`config.mk`:
```
export PLATFORM = sky130hd
export DESIGN_NAME = frame_crc8
export DESIGN_NICKNAME = d
export VERILOG_FILES = /design/src/rtl/frame_crc8_pkg.sv /design/src/rtl/crc8_lane_step.sv /design/src/rtl/crc8_frame_seq.sv /design/src/rtl/crc8_verdict.sv /design/src/rtl/frame_crc8.sv
export SDC_FILE = /design/constraint.sdc
export NUM_CORES = 1
export LEC_CHECK = 0
export BUFFER_PORTS_ARGS = -buffer_cell sky130_fd_sc_hd__buf_2
export CORE_MARGIN = 2
export CORE_UTILIZATION = 52
export CTS_CLUSTER_DIAMETER = 40
export DETAILED_ROUTE_END_ITERATION = 10
export PLACE_DENSITY = 0.82
export SLEW_MARGIN = 20
export SYNTH_ARGS = -nofsm -noshare
export SYNTH_HDL_FRONTEND = slang
export SYNTH_SLANG_ARGS = --single-unit
export TNS_END_PERCENT = 20
```
`constraint.sdc`:
```
create_clock -name clk -period 4.4 [get_ports clk]
set_input_delay 0.22 -clock clk [delete_from_list [all_inputs] [get_ports clk]]
set_output_delay 0.22 -clock clk [all_outputs]
set_load 0.02 [all_outputs]
```
`src/rtl/frame_crc8_pkg.sv`:
```
// Shared constants and types for the frame checksum unit.
// Assumes an 8-bit checksum with the x^8 term implied in the polynomial.
package frame_crc8_pkg;

    localparam int CRC_W = 8;

    typedef logic [CRC_W-1:0] crc_t;

    // Generator x^8+x^4+x^3+x^2+1 without its top term.
    localparam crc_t CRC_POLY = 8'h1D;

    // Register contents at the start of every frame.
    localparam crc_t CRC_SEED = 8'hFF;

endpackage : frame_crc8_pkg

```
`src/rtl/crc8_lane_step.sv`:
```
// Combinational update of the checksum register by DIN_W data bits.
// The MSB of data_i is the earliest bit on the wire. One shift-and-reduce
// stage is built per bit, chained so the whole word is absorbed in one cycle.
// Assumes DIN_W >= 1; logic depth grows linearly with DIN_W.
module crc8_lane_step
    import frame_crc8_pkg::*;
#(
    parameter int DIN_W = 8
) (
    input  crc_t             crc_i,
    input  logic [DIN_W-1:0] data_i,
    output crc_t             crc_o
);

    // chain[k] is the register after the first k bits of the word
    crc_t chain [DIN_W+1];

    assign chain[0] = crc_i;

    generate
        for (genvar b = 0; b < DIN_W; b++) begin : g_bit
            logic feedback;
            // feedback combines the register MSB with the next data bit
            assign feedback    = chain[b][CRC_W-1] ^ data_i[DIN_W-1-b];
            // shift left and fold the polynomial in when feedback is set
            assign chain[b+1]  = {chain[b][CRC_W-2:0], 1'b0} ^ (feedback ? CRC_POLY : '0);
        end
    endgenerate

    assign crc_o = chain[DIN_W];

endmodule : crc8_lane_step

```
`src/rtl/crc8_frame_seq.sv`:
```
// Frame sequencer: counts accepted payload words after a start and raises a
// one-cycle done strobe once STEPS words have been taken. Words offered
// while no frame is open, or together with a start, are not taken.
// Assumes STEPS >= 1.
module crc8_frame_seq #(
    parameter int STEPS = 3
) (
    input  logic clk,
    input  logic rst_n,
    input  logic start_i,
    input  logic valid_i,
    output logic take_o,
    output logic done_o
);

    localparam int CNT_W = (STEPS > 1) ? $clog2(STEPS) : 1;
    localparam logic [CNT_W-1:0] LAST = CNT_W'(STEPS - 1);

    logic             open_q;
    logic [CNT_W-1:0] cnt_q;
    logic             done_q;

    // a word is absorbed only inside an open frame and never beside a start
    assign take_o = open_q & valid_i & ~start_i;
    assign done_o = done_q;

    // frame open flag, word counter and done strobe
    always_ff @(posedge clk) begin
        if (!rst_n) begin
            open_q <= 1'b0;
            cnt_q  <= '0;
            done_q <= 1'b0;
        end else begin
            done_q <= 1'b0;
            if (start_i) begin
                open_q <= 1'b1;
                cnt_q  <= '0;
            end else if (take_o) begin
                if (cnt_q == LAST) begin
                    open_q <= 1'b0;
                    cnt_q  <= '0;
                    done_q <= 1'b1;
                end else begin
                    cnt_q <= cnt_q + 1'b1;
                end
            end
        end
    end

    // the strobe lasts a single cycle
    a_r5_done_single: assert property (@(posedge clk) disable iff (!rst_n)
        done_o |=> !done_o);

    // the strobe is always caused by an accepted word in the cycle before
    a_r5_done_after_take: assert property (@(posedge clk) disable iff (!rst_n)
        done_o |-> $past(take_o));

    // the counter never leaves its range while a frame is open
    a_r4_count_range: assert property (@(posedge clk) disable iff (!rst_n)
        open_q |-> (cnt_q <= LAST));

    // no word is taken once the frame has closed until a new start
    a_r4_closed_after_done: assert property (@(posedge clk) disable iff (!rst_n)
        (done_o && !start_i) |-> !take_o);

endmodule : crc8_frame_seq

```
`src/rtl/crc8_verdict.sv`:
```
// Verdict register: compares the received check byte with the computed
// checksum in the done cycle, and holds the result until the next start.
// Assumes ref_i is valid in the cycle done_i is high.
module crc8_verdict
    import frame_crc8_pkg::*;
(
    input  logic clk,
    input  logic rst_n,
    input  logic start_i,
    input  logic done_i,
    input  crc_t calc_i,
    input  crc_t ref_i,
    output logic mismatch_o
);

    logic mismatch_q;

    assign mismatch_o = mismatch_q;

    // capture the comparison on done, clear on start, hold otherwise
    always_ff @(posedge clk) begin
        if (!rst_n) begin
            mismatch_q <= 1'b0;
        end else if (start_i) begin
            mismatch_q <= 1'b0;
        end else if (done_i) begin
            mismatch_q <= (ref_i != calc_i);
        end
    end

    // a start clears the verdict
    a_r7_start_clears: assert property (@(posedge clk) disable iff (!rst_n)
        start_i |=> !mismatch_o);

    // outside done and start the verdict is held
    a_r6_verdict_hold: assert property (@(posedge clk) disable iff (!rst_n)
        (!done_i && !start_i) |=> $stable(mismatch_o));

    // the verdict follows the comparison made in the done cycle
    a_r6_verdict_value: assert property (@(posedge clk) disable iff (!rst_n)
        (done_i && !start_i) |=> (mismatch_o == $past(ref_i != calc_i)));

endmodule : crc8_verdict

```
`src/rtl/frame_crc8.sv`:
```
// Sensor frame checksum unit. Absorbs the PAYLOAD_BYTES leading bytes of a
// frame, DIN_W bits per accepted cycle, MSB first, and presents the inverted
// CRC-8 (poly 0x1D, preset 0xFF) on crc_o. In the done cycle the received
// check byte is compared and the verdict is held on mismatch_o.
// Assumes PAYLOAD_BYTES*8 is a multiple of DIN_W.
module frame_crc8
    import frame_crc8_pkg::*;
#(
    parameter int DIN_W         = 8,
    parameter int PAYLOAD_BYTES = 3
) (
    input  logic             clk,
    input  logic             rst_n,
    input  logic             start_i,
    input  logic             din_valid_i,
    input  logic [DIN_W-1:0] din_i,
    input  logic [7:0]       rx_chk_i,
    output logic [7:0]       crc_o,
    output logic             done_o,
    output logic             mismatch_o
);

    localparam int FRAME_BITS = PAYLOAD_BYTES * 8;
    localparam int STEPS      = FRAME_BITS / DIN_W;

    crc_t crc_q;
    crc_t crc_next;
    logic take;
    logic done;

    // frame sequencing and word acceptance
    crc8_frame_seq #(
        .STEPS (STEPS)
    ) u_seq (
        .clk     (clk),
        .rst_n   (rst_n),
        .start_i (start_i),
        .valid_i (din_valid_i),
        .take_o  (take),
        .done_o  (done)
    );

    // next register value for the offered word
    crc8_lane_step #(
        .DIN_W (DIN_W)
    ) u_step (
        .crc_i  (crc_q),
        .data_i (din_i),
        .crc_o  (crc_next)
    );

    // checksum register: preset on start, update on an accepted word
    always_ff @(posedge clk) begin
        if (!rst_n) begin
            crc_q <= CRC_SEED;
        end else if (start_i) begin
            crc_q <= CRC_SEED;
        end else if (take) begin
            crc_q <= crc_next;
        end
    end

    assign crc_o  = ~crc_q;
    assign done_o = done;

    // received check byte against the wire form of the checksum
    crc8_verdict u_verdict (
        .clk        (clk),
        .rst_n      (rst_n),
        .start_i    (start_i),
        .done_i     (done),
        .calc_i     (crc_o),
        .ref_i      (rx_chk_i),
        .mismatch_o (mismatch_o)
    );

    // a start leaves the inverted preset on the output
    a_r2_start_preset: assert property (@(posedge clk) disable iff (!rst_n)
        start_i |=> (crc_o == 8'h00));

    // without an accepted word or start the output does not move
    a_r8_idle_hold: assert property (@(posedge clk) disable iff (!rst_n)
        (!take && !start_i) |=> $stable(crc_o));

    // no update in the cycle the final checksum is shown
    a_r5_final_stable: assert property (@(posedge clk) disable iff (!rst_n)
        (done_o && !start_i) |=> $stable(crc_o));

endmodule : frame_crc8

```
-- Yosys cells after proc, flatten, opt, wreduce, memory -nomap -nowiden
Cells that the tools add are included.
- bits in registers: 13
- word-level logic and storage cells: 48
- input bits: 20
- equality and inequality tests: 2
- add/sub/neg operators: 1
- bitwise operators: 22
- reduce and logical (&&, ||, !) cells: 5
- mux-type cells: 13
- operator list (cell ; number):
    8-bit bitwise XOR ; 8
    5-bit 2-to-1 mux ; 8
    8-bit inequality test ; 1
    8-bit NOT ; 1
    1-bit bitwise XOR ; 8
    1-bit 2-to-1 mux ; 4
    2-bit nonzero test ; 2
    1-bit NOT ; 3
    3-bit OR reduction ; 1
    2-bit by 1-bit adder with 2-bit output (second input constant) ; 1
    1-bit bitwise AND ; 2
    2-bit equality test (second input constant) ; 1
    2-bit 2-to-1 mux ; 1
    2-bit AND reduction ; 1
    2-bit OR reduction ; 1

-- Longest topological paths before layout
Gate-level depths: netlist of the first run.
- word-level depth: 24
- mapped depth: 5
- gate-level depth less buffers: 5

-- Hierarchy
Synthesis of the first run repeated with hierarchy kept, for this count alone.
- cells, all modules: 94
- area total of the unflattened synthesis: 915.9 sq um
- by module, submodules not included (module ; sequential area each (sq um) ; times used ; area an instance (sq um) ; cells an instance):
    frame_crc8 ; 160.2 ; 1 ; 324.1 ; 36
    crc8_lane_step ; 0.0 ; 1 ; 284.0 ; 26
    crc8_frame_seq ; 80.1 ; 1 ; 182.7 ; 17
    crc8_verdict ; 20.0 ; 1 ; 125.1 ; 15

-- Worst setup path before layout of the first run
OpenSTA, ideal clock, no wires.
- path kind: register -> register
- start point: register crc_q[5]
- end point: register crc_q[3]
- required time: 4.338 ns
- setup slack: 2.694 ns
- arrival time: 1.644 ns
- buffers on the path: 0
- clock period less this slack: 1.706 ns
- library setup time: 0.062 ns
- cell stages (with the launch flop): 6
- cells stage by stage: dfxtp_1 > xor3_1 > xnor3_1 > xor3_1 > or3_1 > nand3_1
- cells in the longest elaborated chain, start to end: 12
- elaborated cells between the ends (all ways): 14
- those cells by class: mux: 3; bitwise: 11
- RTL lines (element ; RTL line ; text):
    from (decl) ; frame_crc8.sv:26 ; crc_t crc_q;
    from (signal assigned) ; frame_crc8.sv:59 ; crc_q <= crc_next;
    8-bit bitwise XOR (*) (2 in a row) ; crc8_lane_step.sv:26 ; assign chain[b+1] = {chain[b][CRC_W-2:0], 1'b0} ^ (feedback ? CRC_POLY : '0);
    1-bit bitwise XOR (*) ; crc8_lane_step.sv:24 ; assign feedback = chain[b][CRC_W-1] ^ data_i[DIN_W-1-b];
    5-bit 2-to-1 mux (*) ; crc8_lane_step.sv:26 ;
    8-bit bitwise XOR (*) (4 in a row) ; crc8_lane_step.sv:26 ;
    1-bit bitwise XOR or 8-bit bitwise XOR (tied branches) ; crc8_lane_step.sv:24, crc8_lane_step.sv:26 ;
    5-bit 2-to-1 mux or 1-bit bitwise XOR (tied branches) ; crc8_lane_step.sv:26, crc8_lane_step.sv:24 ;
    8-bit bitwise XOR (*) (2 in a row) ; crc8_lane_step.sv:26 ;
Mark *: on every way between the ends. The rest lies on a longest branch, timed or not.
A chain may end at the register's enable or synchronous reset.

-- Worst setup path in the final report of the first run
- start point: register crc_q[6]
- end point: register crc_q[3]
- cells in the longest elaborated chain, start to end: 12
- elaborated cells between the ends (all ways): 14
- those cells by class: mux: 3; bitwise: 11
- RTL lines (element ; RTL line):
    8-bit bitwise XOR (*) ; crc8_lane_step.sv:26
    1-bit bitwise XOR (*) ; crc8_lane_step.sv:24
    5-bit 2-to-1 mux (*) ; crc8_lane_step.sv:26
    8-bit bitwise XOR (*) (5 in a row) ; crc8_lane_step.sv:26
    1-bit bitwise XOR or 8-bit bitwise XOR (tied branches) ; crc8_lane_step.sv:24, crc8_lane_step.sv:26
    5-bit 2-to-1 mux or 1-bit bitwise XOR (tied branches) ; crc8_lane_step.sv:26, crc8_lane_step.sv:24
    8-bit bitwise XOR (*) (2 in a row) ; crc8_lane_step.sv:26
Marks and branches as above.

==> metrics, run 1 <==
Seq pwr share a little over 40%; worst hold path type input pin to flip-flop; Hold Path Depth 2; Yosys reg bits 13; Tot Pwr slightly above 0.0003 W; Via-to-Cell Ratio about 5.1; Mapped Avg Cell Area 9.34 um2; area of placed instances slightly above 0.001 mm2; largest net degree at the start of global routing 21; I/O Buffers 29; CP required roughly 4600 ps; post-layout util 67.9%; initial antenna violation count 0; Setup Viol. Count Final 0; Routed wire per std cell roughly 12 um; Final period util between 40% and 50%; RSZ-0062 raised after global routing no; Top-Level Pins 30; Place WS approximately 2500 ps; clock slew at reported path FFs approximately 80 ps; Tightest Pin Transition 617 ps; syn nets between 100 and 150; Leak Pwr 0.543 nW; PostCTS Resize Cnt 0; number of global-route vias before repair between 600 and 700; Skew-Pair Late Insertion Delay 270 ps; Crit. Startpoint crc_q[6]; Gate power share a little over a third; H-tree depth 1; Die H roughly 45 um; Net Sw Frac a little under a third; Final Hold Vio Count 0; post-synthesis instance total 94; Setup TNS 0 ps; Setup Skew just under 8 ps; status finished clean; drt total wl between 1500 and 2000 um; Layout area overhead 19.2%; drt drc 0; Yosys warning count 0; clk root buf clkbuf_4; kind of critical path flip-flop to flip-flop; Synth area leader dfxtp_1; most frequent cells after synthesis xnor2_1, dfxtp_1, xor2_1, inv_1, nand2_1; Max clock buf depth 2; power per cell area around 290 mW/mm2; Max-cap violations 0; Synth Flop Type dfxtp_1; Final GP Congestion 0.715; count leader, synth xnor2_1; reg2reg path depth 5; min-delay src rst_n; total gr overflow 0; hold_buf cts 0; Switching Power 0.0000938 W; CP Data Arrival Time approximately 2100 ps; Final HPWL DP roughly 1400 um; CTS Buf Count 3; reg-to-reg startpoint crc_q[6]; ys async rst share 0%; register area share after synthesis about 30%; CP Max Fanout 4; CTS tree built; Vias approximately 710; Die X 45.1 um; clk sinks 13; Rel. slew slack between 50% and 60%; Yosys top cell area share just under 30%; Clock power frac between 20% and 30%; minimum clock period about 1900 ps; Netlist Area Pre-Place 878 um2; max frequency about 0.54 GHz; cell row count 14; first-pass GRT wire length around 2700 um; first drt pass iteration count 4; share of layout cells above drive strength 1 around 28%; Die Area 0.00203 mm2; Max VDD drop around 0.20 mV; Final ANT Viol Nets 0; Tot GR Track Use about 18%; final instance area between 0.001 and 0.0015 mm2; internal power 0.000213 W; antenna cells 0; post-synthesis cell type count 25; Final WS setup 2540 ps; ranking of synthesized cells by area dfxtp_1, xnor2_1, xor2_1, o211ai_1, xor3_1; Slew Limit Fails 0; Initial Util 57.0%; fillers 129; Worst setup SP type flip-flop; Post-synth EDFFs 0; Worst Setup End Kind flip-flop; CORE AREA around 0.0015 mm2; DR iter-0 viols 13; Net count, final between 100 and 150; Setup Buffers After CTS 0
## routing by layer
metal | GRT usage, % | routed length (um) | part of all wire [%] | vias to the layer above
met4 | 8.24 | 10 | 0.60 | 0
met5 | 0 | 0 | 0 | -
li1 | - | - | - | 368
met3 | 2.40 | 86 | 5.1 | 2
met2 | 35.1 | 908 | 54 | 18
met1 | 19.5 | 674 | 40 | 326
## logic make-up after synthesis
family	after synthesis	synth area share, %
flip-flops	13	29.6
buffers and inverters	12	6.41
AO/OA/AOI/OAI	13	9.54
XOR/XNOR	35	42.5
AND/OR/NAND/NOR	21	12.0
## cell usage in the layout (no fill, tap or decap), types with 3 or more instances in the layout
master	n
clkbuf_4	3
nand2_1	9
xor2_1	11
a21oi_1	3
xnor2_1	18
o211ai_1	7
dfxtp_1	13
inv_1	9
buf_2	29
## worst paths after layout
path	end	slack, ps
hold reg to reg	u_verdict.mismatch_o	470
setup reg to reg	crc_q[3]	2540
setup / recovery	crc_q[3]	2540
hold / removal	u_seq.open_q	190
## per-stage QoR
step / instances / hold slack (ps)
final: 140 / 194
after global routing: 140 / 200
after CTS: 140 / 189
after detailed placement: 136 / 461
after global placement: 136 / 440
after floorplan: 94 / 348
## flip-flops by register name (all words and copies together) (netlist names)
register and count:
crc_q 8, u_seq.cnt_q 2, u_verdict.mismatch_o 1, u_seq.done_o 1, u_seq.open_q 1
## layout make-up
class / count / area (um2) / share of cell area [%]
Multi-Input combinational cell: 69 / 562 / 53.6
Sequential cell: 13 / 260 / 24.9
Timing Repair Buffer: 29 / 145 / 13.9
Inverter: 9 / 33.8 / 3.23
Clock buffer: 4 / 26.3 / 2.51
Tap cell: 16 / 20.0 / 1.91
## power by group through the flow
| stage | Clock [W] | Sequential, W | Combinational, W |
|---|---|---|---|
| 2_1_floorplan | 0 | 0.000128 | 0.0000869 |
| 3_3_place_gp | 0 | 0.000128 | 0.000107 |
| 3_5_place_dp | 0 | 0.000128 | 0.000109 |
| 4_1_cts | 0.0000756 | 0.000126 | 0.000110 |
| 5_1_grt | 0.0000806 | 0.000126 | 0.000119 |
| 6_report | 0.0000728 | 0.000126 | 0.000109 |
## critical path, stage by stage (launching register included)
cell and delay [ps]:
dfxtp_1 440, xor2_2 280, xor2_1 310, xor3_1 380
or3_1 310, nand3_1 90
Note: power is estimated with default switching activity, not from simulation.
==> inputs of run 2 (changes only) <==
Settings changed: CORE_UTILIZATION 52 to 48, PLACE_DENSITY 0.82 to 0.77.
Clock period 4.4 ns to 1.9 ns, I/O delays scaled along.
==> run 2 against run 1 <==
Compared with the run above: count of clock-buffer cells in the layout unchanged; setup slack worse by 2400 ps; non-clock buffer count is 5 higher; maximum frequency grew 4.6%; critical path type unchanged; die area up 7.6%.
==> metrics, run 2 (synthesis results as in run 1) <==
status finished clean; Worst setup SP type flip-flop; CP Max Fanout 4; largest registers crc_q: 8 flops, u_seq.cnt_q: 2 flops; post-layout util ~64%; Hold Path Depth 2; Max-cap violations 0; total gr overflow 0; Gate power share a little over a third; clk sinks 13; Place WS a little over 100 ps; Initial Util 50.9%; Final period util just over 90%; minimum clock period 1780 ps; Setup Skew roughly 2.2 ps; initial antenna violation count 0; Top-Level Pins 30; Setup TNS 0 ps; Die Area around 0.0022 mm2; Net count, final 150; Clock power frac 24.0%; CTS tree built; CTS Buf Count 3; Die X around 47 um; Routed wire per std cell around 11 um; Die H between 40 and 50 um; Final HPWL DP 1400 um; final instance area about 0.0011 mm2; Layout area overhead 24.9%; Net Sw Frac a little under a third; Final GP Congestion around 0.73; area of placed instances about 0.0011 mm2; Skew-Pair Late Insertion Delay between 200 and 300 ps; Switching Power ~0.00023 W; Max VDD drop 0.416 mV; Final ANT Viol Nets 0; Final Hold Vio Count 0; Largest register FFs 8; power per cell area 670 mW/mm2; max frequency 0.563 GHz; Final WS setup about 120 ps; drt total wl 1710 um; Slew Limit Fails 0; Leak Pwr about 0.57 nW; Tightest Pin Transition ~660 ps; H-tree depth 1; CP Data Arrival Time about 2000 ps; Setup Viol. Count Final 0; Via-to-Cell Ratio 4.72; first drt pass iteration count 3; RSZ-0062 raised after global routing no; number of global-route vias before repair between 600 and 700; most frequent cells in the layout buf_2, xnor2_1, dfxtp_1; Max clock buf depth 2; share of layout cells above drive strength 1 31.8%; DR iter-0 viols 6; cell row count 15; Worst Setup End Kind flip-flop; antenna cells 0; I/O Buffers 29; Rel. slew slack a little under three fifths; kind of critical path flip-flop to flip-flop; most common cell after layout, fill and taps aside buf_2; clk root buf clkbuf_4; Tot GR Track Use roughly 18%; largest net degree at the start of global routing 12; internal power approximately 0.00051 W; first-pass GRT wire length between 2000 and 3000 um; CP required 2130 ps; Seq pwr share between 30 and 40%; clock slew at reported path FFs ~80 ps; CORE AREA 0.00173 mm2; most flop-heavy register crc_q; drt drc 0; worst hold path type input pin to flip-flop; reg2reg path depth 5; Vias around 730
-- run 2: changes by cell type in the layout (fill, tap and decap cells not counted), sizes merged --
cell,delta
buf,+5
-- run 2: area by class of cell --
cell class / instances / area, um2
Clock buffer: 4 / 26.3
Fill cell: 167 / 629
Inverter: 9 / 33.8
Multi-Input combinational cell: 69 / 562
Sequential cell: 13 / 262
Tap cell: 25 / 31.3
Timing Repair Buffer: 34 / 183
-- run 2: routing by layer --
metal,wire (um),up-vias,GRT usage (%)
li1,-,378,-
met4,33,0,8.33
met3,86,5,2.69
met2,886,21,32.9
met5,0,-,0
met1,708,323,21.4
-- run 2: power groups by stage --
stage	clock network (W)	registers (W)	logic [W]
2_1_floorplan	0	0.000295	0.000201
3_3_place_gp	0	0.000297	0.000262
3_5_place_dp	0	0.000297	0.000268
4_1_cts	0.000183	0.000291	0.000270
5_1_grt	0.000195	0.000293	0.000293
6_report	0.000177	0.000291	0.000268
-- run 2: repair_timing --
action                                  CTS  global route
endpoints found under the setup margin    0             1
buffers inserted                          0             0
resized for setup                         0             1
hold buffers                              0             0
endpoints found under the hold margin     0             0
-- run 2: per-stage QoR --
step	hold slack, ps	power [W]	std cells
after floorplan	223	0.000497	94
after global placement	332	0.000559	150
after detailed placement	342	0.000565	150
after CTS	42.5	0.000744	154
after global routing	64.3	0.000781	154
final	43.3	0.000735	154
-- run 2: worst max-delay path, stage by stage (launching register included) --
cell,delay (ps)
dfxtp_1,440
xor2_2,210
xor2_1,290
xor3_1,370
or3_1,310
nand3_1,90
-- run 2: final timing paths --
path,startpoint,endpoint,slack [ps]
worst max-delay path,crc_q[6],crc_q[3],120
worst min-delay path,rst_n,u_seq.open_q,40
worst max register to register,crc_q[6],crc_q[3],120
worst min register to register,u_seq.done_o,u_verdict.mismatch_o,470
==> inputs of run 3 (changes only) <==
Settings changed: ABC_AREA set to 1, CORE_UTILIZATION 48 to 52, PLACE_DENSITY 0.77 to 0.79.
==> run 3 against run 2 <==
Compared with the run above: non-clock buffer count down 5; maximum frequency up 20%; via count up 69%; wire length up 49%; critical path depth up 8; sequential power about the same; area after synthesis up 26%; sequential share of layout area down 3.8 points; synthesized cell count up 110%; count of clock-buffer cells in the layout unchanged; first-iteration DRC count rose to 4.0 times the previous value; critical endpoint is now crc_q[5]; global-route usage up 4.7 points; highest routed layer unchanged.
==> metrics, run 3 <==
most frequent cells after synthesis nand2_1, inv_1, dfxtp_1, a21oi_1, nand2_2; CP Data Arrival Time 1660 ps; Gate power share between 30 and 40%; I/O Buffers 29; crit-path cells inv_2 -> nand2_1 -> nand2_1 -> nand2_1 -> nand2_2 -> inv_2 -> nand2_1 -> nand2_2 -> inv_2 -> nand3_1 -> nand2_1 -> nand2_1 -> nand2_1; crit-path max cell delay 440 ps; Setup Buffers After CTS 0; H-tree depth 1; Worst path most repeated cell nand2_1; worst hold path type input pin to flip-flop; most frequent cells in the layout nand2_1, buf_2, inv_1; most common cell after layout, fill and taps aside nand2_1; Max VDD drop between 0.6 and 0.7 mV; CP top delay family simple AND/OR/NAND/NOR gates; Initial Util between 50 and 60%; Post-synth EDFFs 0; largest net degree at the start of global routing 12; clk sinks 13; Slew Limit Fails 0; Largest register FFs 8; Final HPWL DP about 2100 um; Top-Level Pins 30; drt drc 0; Tightest Pin Transition 362 ps; Seq pwr share between 40% and 50%; DR iter-0 viols 24; first drt pass iteration count 4; kind of critical path flip-flop to flip-flop; Setup TNS 0 ps; Clock power frac between 20% and 30%; Final ANT Viol Nets 0; Routed wire per std cell approximately 10 um; CTS Buf Count 3; Die H approximately 50 um; Met1 Wirelength 1220 um; ranking of synthesized cells by area nand2_1, dfxtp_1, inv_1, nand2_2, a21oi_1; status finished clean; Final Hold Vio Count 0; Tot GR Track Use between 20 and 25%; initial antenna violation count 0; PostCTS Resize Cnt 0; R2R Setup Slk 420 ps; CP required ~2100 ps; antenna cells 0; Final GP Congestion 0.813; Skew-Pair Late Insertion Delay 280 ps; Worst Setup End Kind flip-flop; Switching Power between 0.0002 and 0.0003 W; Leak Pwr between 0.7 and 0.8 nW; hold_buf cts 0; Setup Viol. Count Final 0; Layout area overhead 17.3%; Crit. Startpoint crc_q[6]; reg-to-reg startpoint crc_q[6]; Synth area leader nand2_1; clock slew at reported path FFs around 80 ps; Hold Slack between 40 and 50 ps; count leader, synth nand2_1; first-pass GRT wire length 4540 um; Synth Flop Type dfxtp_1; Net count, final around 250; post-synthesis cell type count 22; CP Depth 13; power per cell area between 500 and 600 mW/mm2; Final period util between 70 and 80%; CTS tree built; Highest Signal Layer met4; Mapped Avg Cell Area 5.71 um2; internal power ~0.00046 W; Die X 50.1 um; total gr overflow 0; largest registers crc_q: 8 flops, u_seq.cnt_q: 2 flops; cell row count 16; Via-to-Cell Ratio roughly 4.9; ys async rst share 0%; Max-cap violations 0; reg2reg path depth 13; capturing point of the worst reg2reg path crc_q[5]; syn nets 214; Tot Pwr ~0.00072 W; Yosys reg bits 13; Final WS setup ~420 ps; Max clock buf depth 2; Hold Path Depth 3; Yosys warning count 0; clk root buf clkbuf_4; Place WS between 400 and 500 ps; CP Max Fanout 5; Netlist Area Pre-Place between 0.001 and 0.0015 mm2; post-synthesis instance total between 150 and 200; Yosys top cell area share between 20 and 30%; CORE AREA 0.00198 mm2; Die Area 0.00251 mm2; Worst setup SP type flip-flop; share of layout cells above drive strength 1 ~23%; number of global-route vias before repair ~1100; crit path capture crc_q[5]; met2 routed WL roughly 1200 um; drt total wl approximately 2600 um; Net Sw Frac between 30% and 40%; Setup Skew around 4.3 ps; Rel. slew slack 75.8%; register area share after synthesis 23.5%; CP Buf/Inv Count 3; most flop-heavy register crc_q; Slowest cell on crit path dfxtp_1; minimum clock period 1480 ps; max frequency 0.676 GHz; RSZ-0062 raised after global routing no; Vias approximately 1200; routed wl met3 126 um; post-layout util roughly 66%
## run 3: cell count changes after synthesis, sizes merged, moves of 7 or more
cell / delta
nand3: +7
xor2: -7
o211ai: -7
nor2: +8
nand2: +84
inv: +19
xnor2: -13
a21oi: +9
o21ai: +7
## run 3: how the worst min path moves through the flow
stage / start / endpoint / slack (ps)
6_report: rst_n / u_seq.open_q / 50
5_1_grt: rst_n / u_seq.open_q / 60
4_1_cts: rst_n / u_seq.open_q / 50
3_5_place_dp: rst_n / u_seq.open_q / 330
3_3_place_gp: rst_n / u_seq.open_q / 320
2_1_floorplan: start_i / u_seq.open_q / 210
## run 3: kinds of logic after synthesis
logic type	count (synthesis)	synth area share (%)
AOI/OAI and AO/OA	25	12.0
buffers and inverters	31	10.7
DFF	13	23.5
xor gates and xnor gates	12	10.2
and+or+nand+nor	113	43.6
## run 3: power groups by stage
| stage | Combinational [W] | Clock (W) | Sequential [W] |
|---|---|---|---|
| 3_3_place_gp | 0.000246 | 0 | 0.000297 |
| 2_1_floorplan | 0.000191 | 0 | 0.000293 |
| 4_1_cts | 0.000255 | 0.000174 | 0.000291 |
| 5_1_grt | 0.000296 | 0.000184 | 0.000292 |
| 6_report | 0.000254 | 0.000170 | 0.000291 |
| 3_5_place_dp | 0.000253 | 0 | 0.000297 |
## run 3: stage by stage
step | std cells | area, um2
detailed placement | 247 | 1270
finish | 251 | 1300
global placement | 247 | 1270
CTS | 251 | 1300
global route | 251 | 1300
floorplan | 194 | 1110
## run 3: per-layer routing
metal / GRT usage, % / up-vias
met5: 0 / -
met4: 4.17 / 0
met2: 41.0 / 34
met3: 4.46 / 2
met1: 28.9 / 533
li1: - / 661
## run 3: worst register-to-register path: stages (launching register included)
cell	delay, ps
dfxtp_1	440
inv_2	70
nand2_1	60
nand2_1	120
nand2_1	130
nand2_2	70
inv_2	60
nand2_1	60
nand2_2	90
inv_2	50
nand3_1	70
nand2_1	60
nand2_1	50
nand2_1	50
## run 3: cell type report
cell class | count | area (um2)
Inverter | 28 | 105
Multi-Input combinational cell | 150 | 728
Fill cell | 185 | 683
Timing Repair Buffer | 29 | 145
Clock buffer | 4 | 26.3
Sequential cell | 13 | 260
Tap cell | 27 | 33.8
